$ cat config.mk
export PLATFORM = sky130hd
export DESIGN_NAME = clkmode_ale_top
export DESIGN_NICKNAME = d
export VERILOG_FILES = /design/src/rtl/clkmode_pkg.sv /design/src/rtl/clkmode_rst_sync.sv /design/src/rtl/clkmode_speed_sel.sv /design/src/rtl/clkmode_phase_ctr.sv /design/src/rtl/clkmode_ale_gen.sv /design/src/rtl/clkmode_ale_top.sv
export SDC_FILE = /design/constraint.sdc
export NUM_CORES = 1
export LEC_CHECK = 0
export BUFFER_PORTS_ARGS = -buffer_cell sky130_fd_sc_hd__buf_4
export CAP_MARGIN = 15
export CORE_AREA = 4 4 41 43
export DETAILED_ROUTE_END_ITERATION = 10
export DIE_AREA = 0 0 45 47
export REMOVE_ABC_BUFFERS = 1
export SETUP_SLACK_MARGIN = 0.05
export SLEW_MARGIN = 10
export SYNTH_ARGS = -nofsm -noshare
export SYNTH_HDL_FRONTEND = slang
export SYNTH_SLANG_ARGS = --single-unit
$ cat constraint.sdc
create_clock -name osc_clk -period 1.25 [get_ports osc_clk]
set_input_delay 0 -clock osc_clk [delete_from_list [all_inputs] [get_ports osc_clk]]
set_output_delay 0 -clock osc_clk [all_outputs]
set_load 0.05 [all_outputs]
$ cat src/rtl/clkmode_pkg.sv
package clkmode_pkg;
  typedef enum logic {
    SPEED_STD = 1'b0,
    SPEED_DBL = 1'b1
  } speed_e;

  localparam int unsigned DEF_MC_STATES = 6;
endpackage

$ cat src/rtl/clkmode_rst_sync.sv
module clkmode_rst_sync #(
  parameter int unsigned STAGES = 2
) (
  input  logic clk,
  input  logic rst_n,
  output logic rst_sn
);
  logic [STAGES-1:0] chain_q;
  logic [STAGES-1:0] chain_d;

  always_comb begin
    chain_d = {chain_q[STAGES-2:0], 1'b1};
  end

  always_ff @(posedge clk or negedge rst_n) begin
    if (!rst_n) chain_q <= '0;
    else        chain_q <= chain_d;
  end

  assign rst_sn = chain_q[STAGES-1];
endmodule

$ cat src/rtl/clkmode_speed_sel.sv
module clkmode_speed_sel
  import clkmode_pkg::*;
(
  input  logic clk,
  input  logic rst_n,
  input  logic x2_sel,
  output logic core_en
);
  logic   half_q, half_d;
  speed_e mode_q, mode_d;

  always_comb begin
    half_d = ~half_q;
    mode_d = mode_q;
    if (!half_q) mode_d = speed_e'(x2_sel);
  end

  always_ff @(posedge clk or negedge rst_n) begin
    if (!rst_n) begin
      half_q <= 1'b0;
      mode_q <= SPEED_STD;
    end else begin
      half_q <= half_d;
      mode_q <= mode_d;
    end
  end

  assign core_en = (mode_q == SPEED_DBL) | half_q;

  AST_MODE_ON_DIV_EDGE: assert property (@(posedge clk) disable iff (!rst_n)
    !$stable(mode_q) |-> half_q);

  AST_STD_ALTERNATE: assert property (@(posedge clk) disable iff (!rst_n)
    (core_en && mode_q == SPEED_STD) |=> (!core_en || mode_q == SPEED_DBL));
endmodule

$ cat src/rtl/clkmode_phase_ctr.sv
module clkmode_phase_ctr #(
  parameter int unsigned MC_STATES = 6,
  localparam int unsigned PW = $clog2(MC_STATES)
) (
  input  logic          clk,
  input  logic          rst_n,
  input  logic          core_en,
  output logic [PW-1:0] phase
);
  localparam logic [PW-1:0] LAST = PW'(MC_STATES - 1);

  logic [PW-1:0] phase_q, phase_d;

  always_comb begin
    phase_d = phase_q;
    if (core_en) begin
      if (phase_q == LAST) phase_d = '0;
      else                 phase_d = phase_q + 1'b1;
    end
  end

  always_ff @(posedge clk or negedge rst_n) begin
    if (!rst_n) phase_q <= '0;
    else        phase_q <= phase_d;
  end

  assign phase = phase_q;

  AST_PHASE_RANGE: assert property (@(posedge clk) disable iff (!rst_n)
    phase_q <= LAST);

  AST_PHASE_HOLD: assert property (@(posedge clk) disable iff (!rst_n)
    !core_en |=> $stable(phase_q));
endmodule

$ cat src/rtl/clkmode_ale_gen.sv
module clkmode_ale_gen #(
  parameter int unsigned MC_STATES = 6,
  localparam int unsigned PW      = $clog2(MC_STATES),
  localparam int unsigned ALE_GAP = MC_STATES / 2
) (
  input  logic          clk,
  input  logic          rst_n,
  input  logic          core_en,
  input  logic [PW-1:0] phase,
  input  logic          ale_off,
  input  logic          ext_access,
  input  logic          ext_data,
  output logic          ale
);
  logic slot_first, slot_second, window_ok;

  always_comb begin
    slot_first  = (phase == '0);
    slot_second = (phase == PW'(ALE_GAP)) & ~ext_data;
    window_ok   = ~ale_off | ext_access;
    ale         = core_en & window_ok & (slot_first | slot_second);
  end

  AST_ALE_SINGLE: assert property (@(posedge clk) disable iff (!rst_n)
    ale |=> !ale);
endmodule

$ cat src/rtl/clkmode_ale_top.sv
module clkmode_ale_top
  import clkmode_pkg::*;
#(
  parameter int unsigned MC_STATES = DEF_MC_STATES,
  localparam int unsigned PW = $clog2(MC_STATES)
) (
  input  logic          osc_clk,
  input  logic          rst_n,
  input  logic          x2_sel,
  input  logic          ale_off,
  input  logic          ext_access,
  input  logic          ext_data,
  output logic          core_en,
  output logic [PW-1:0] phase,
  output logic          ale
);
  logic rst_sn;

  clkmode_rst_sync #(.STAGES(2)) u_rst (
    .clk    (osc_clk),
    .rst_n  (rst_n),
    .rst_sn (rst_sn)
  );

  clkmode_speed_sel u_speed (
    .clk     (osc_clk),
    .rst_n   (rst_sn),
    .x2_sel  (x2_sel),
    .core_en (core_en)
  );

  clkmode_phase_ctr #(.MC_STATES(MC_STATES)) u_phase (
    .clk     (osc_clk),
    .rst_n   (rst_sn),
    .core_en (core_en),
    .phase   (phase)
  );

  clkmode_ale_gen #(.MC_STATES(MC_STATES)) u_ale (
    .clk        (osc_clk),
    .rst_n      (rst_sn),
    .core_en    (core_en),
    .phase      (phase),
    .ale_off    (ale_off),
    .ext_access (ext_access),
    .ext_data   (ext_data),
    .ale        (ale)
  );
endmodule

After elaboration in Yosys (flattened, before gate mapping). Cells that the tools add are included.

Add/subtract/negate cells: 1. Eq/ne operators: 2. Multiplexer cells: 1. Bitwise logic cells: 9. Reductions and logical operators: 1.

Operator list (number): adder 3 x 1 -> 3 bit (second input constant) (1); bitwise AND 1 bit (3); == test 3 x 2 -> 1 bit (second input constant) (1); == test 3 bit (second input constant) (1); logical NOT 3 bit (1); two-way mux 3 bit (1); NOT 1 bit (3); bitwise OR 1 bit (3).

Register bits: 7. Input bits: 6. Output and inout bits: 5. Logic and storage cells: 18.

Depth between registers and ports, before layout.
Word-level depth: 4. Mapped depth: 4. Gate-level depth less buffers: 4.

Hierarchy. Synthesis repeated with hierarchy kept, for this count alone.

Cells, all modules: 22. Area total of the unflattened synthesis: 297.8 um^2.

By module, submodules not included: clkmode_phase_ctr (instances 1, cells each 9, area an instance 130.1 um^2, sequential area each 75.1 um^2); clkmode_speed_sel (instances 1, cells each 5, area an instance 75.1 um^2, sequential area each 50.0 um^2); clkmode_rst_sync (instances 1, cells each 3, area an instance 53.8 um^2, sequential area each 50.0 um^2); clkmode_ale_gen (instances 1, cells each 5, area an instance 38.8 um^2, sequential area each 0.0 um^2).

Worst setup path after synthesis. No wires, ideal clock.

Kind: register -> output. From: register u_phase.phase_q[0] (netlist: u_phase.phase[0]). To: output port ale. Data arrival time: 1862 ps. Data required time: 1250 ps. Path slack: -612 ps. Stages on the path, launching flop included: 5. Path buffers: 0. Cells stage by stage: dfrtp_1 and2_2 ha_1 nand2b_1 a221oi_2.

Word-level cells in the longest chain between the ends: 4. Elaborated cells between the ends (all ways): 5. Those cells by class: eq/ne: 1; bitwise: 3; reduce/logical: 1.

RTL lines: start, declared (line clkmode_phase_ctr.sv:12) `logic [PW-1:0] phase_q, phase_d;`; start signal, assigned (line clkmode_phase_ctr.sv:24) `else phase_q <= phase_d;`; == test 3 x 2 -> 1 bit (line clkmode_ale_gen.sv:19) `slot_second = (phase == PW'(ALE_GAP)) & ~ext_data;`; bitwise AND 1 bit (line clkmode_ale_gen.sv:19); bitwise OR 1 bit * (line clkmode_ale_gen.sv:21) `ale = core_en & window_ok & (slot_first | slot_second);`; bitwise AND 1 bit * (line clkmode_ale_gen.sv:21); end, declared (line clkmode_ale_top.sv:15) `output logic ale`.

Mark *: on every way between the ends. The rest lies on a longest branch, timed or not.

Worst setup path after layout.
From: register u_phase.phase_q[2] (netlist: u_phase.phase[2]). To: output port ale.

The elaborated chain is that of the path after synthesis.

==> reports/metrics.yaml <==
insertedDiodeCount: 0
power_density_nw_per_um2: 2309
die_h_um: 47
violations: "setup timing"
path_buf_inv: 1
holdWs_ps: 71.42
final_cells: 61
io_pins: 11
path_max_fanout: 3
port_buffers: 10
viasPerCell: 4.213
fin_crit_ps: 1460
clock_latency_ps: 240
area_growth_pct: 63.86
crit_family: "simple AND/OR/NAND/NOR gates"
finalPower_mw: 1.179
avgSynthCellArea_um2: 11.98
slowest_stage: "or3_4"
num_vias: 257
drt-initial-drc-count: 0
setup_ws_ps: -210.2
h-tree-depth: 1
finalHoldViolations: 0
wl_per_cell_um: 9.459
grt_pass1_vias: 234
synth_area_leaders: "dfrtp_1, mux2_2, a221oi_2, inv_1, ha_1"
setup_viol: 1
placed_cell_area_um2: 427.9
detail_route.wirelength_um: 577
arrival_ps: 1460
gp_congestion: 0.6528
crit_path_max_incr_delay_ps: 400
dp_hpwl_um: 419.6
coreArea_um2: 1301
fin_skew_ps: 5.040
r2r_slack_ps: 80
rsz0062_at_grt: "yes"
min_period_over_period_pct: 116.8
drc_errors: 0
clock.fmax_mhz: 684.9
num_rows: 13
final_core_util_pct: 39.23
setup_tns_ps: -210.2
ys_types: 15
synth_seq_cells: 7
postSynthCellCount: 26
grt_util_all_layers_pct: 6.145
cap_violations: 0
synth.largest_area_cell: "dfrtp_1"
ir_drop_uv: 943.9
outcome: "complete, but fails checks"
synth_top_area_share_pct: 56.22
root_buffer: "clkbuf_4"
dp_slack_ps: 26.16
timing_worst_setup_path_type: "flip-flop to output port"
holdCritPathClass: "input pin to async pin"
ant_nets: 0
grt_overflow: 0
dr.pass1.iters: 1
initial_utilization_pct: 23.94
dp_cells: 54
cts_tree: "built"
grt_max_degree: 6
critPathCaptureType: "output port"
path_cells: "or3_4 > a221oi_4 > buf_6"
worst_setup_path_start_kind: "flip-flop"
ys_warn_count: 0
power.leakage_nw: 0.2489
clkSinkCount: 7
dieWidth_um: 45
final_nets: 54
cts_made_buffers: 3
final_cell_area_um2: 510.5
drive_gt1_share_pct: 52.17
finalMaxSlewViolations: 0
path_clk_slew_ps: 50
grt_pass1_wl_um: 903
dieArea_um2: 2115
antenna_found_initial: 0
synth_area_um2: 311.5
critical_path_required_ps: 1250
clockBufferDepth: 2
yosysSeqAreaShare_pct: 56.22
## report_power, final
part / switching (mW) / internal (mW)
Combinational: 0.361 / 0.299
Sequential: 0.0425 / 0.282
Clock: 0.0732 / 0.121
Total: 0.476 / 0.702
## layer usage
layer / global-route usage [%] / part of all wire, %
met4: 1.754 / 0
met2: 8.475 / 51
met3: 4.598 / 12
met1: 7.494 / 36
met5: 0 / 0
## final timing paths
check,cells after the start,to,startpoint
setup / recovery,3,ale,u_phase.phase[2]$_DFFE_PN0P_
hold / removal,2,u_rst.chain_q[1]$_DFF_PN0_,rst_n
setup reg to reg,4,u_phase.phase[2]$_DFFE_PN0P_,u_phase.phase[2]$_DFFE_PN0P_
hold reg to reg,0,u_phase.phase[0]$_DFFE_PN0P_,u_rst.chain_q[1]$_DFF_PN0_
max in group asynchronous,0,u_speed.half_q$_DFF_PN0_,u_rst.chain_q[1]$_DFF_PN0_
min in group osc_clk,3,ale,ale_off
## synth_stat cells
master,instances
nand2b_1,1
dfrtp_1,7
a221oi_2,1
ha_1,1
o21ai_1,1
or3_1,1
and3b_2,1
nor2_1,2
mux2_2,2
and2_2,1
xnor2_1,1
inv_1,4
conb_1,1
or3b_1,1
o31ai_1,1
## logic make-up (layout without fill, tap and decap cells)
| logic type | after synthesis | count (layout) | share of synthesized area [%] |
|---|---|---|---|
| DFF | 7 | 7 | 56.23 |
| muxes | 2 | 2 | 7.228 |
| buffers and inverters | 4 | 24 | 4.818 |
| other | 1 | 1 | 1.204 |
| and+or+nand+nor | 7 | 7 | 14.86 |
| AOI/OAI and AO/OA | 3 | 3 | 8.833 |
| adders and majority gates | 1 | 1 | 4.015 |
| xor gates and xnor gates | 1 | 1 | 2.812 |
## flip-flops by register name, summed over array words and instances, names as in the netlist
register / count
u_speed.mode_q: 1
u_speed.half_q: 1
u_rst.chain_q: 2
u_phase.phase: 3
## cell type report
type,count,area [um^2]
tap,15,18.77
fill,134,790.8
clock buffer,4,26.28
inverter,4,15.01
multi-input combinational,15,146.4
sequential,7,175.2
timing repair buffer,16,128.9
## worst register-to-register path, stage by stage, from the launching register on
cell,delay [ps]
dfrtp_1,390
buf_4,140
buf_4,130
and3b_2,200
o31ai_1,220
## repair_timing
action / in CTS / in global routing
gates resized for setup: 2 / 4
hold buffers: 2 / 0
pin swaps: 2 / 1
endpoints found under the hold margin: 3 / 0
setup endpoints to repair: 2 / 3
setup buffers: 1 / 0
## cells in the final DEF (no fill, tap or decap), drive strengths merged
cell type	count
conb	1
inv	4
or3b	1
and2	1
clkbuf	4
and3b	1
a221oi	1
o21ai	1
or3	1
xnor2	1
dlygate4sd3	2
o31ai	1
ha	1
nor2	2
dfrtp	7
mux2	2
buf	14
nand2b	1
Power figures use the tool's default switching activity.
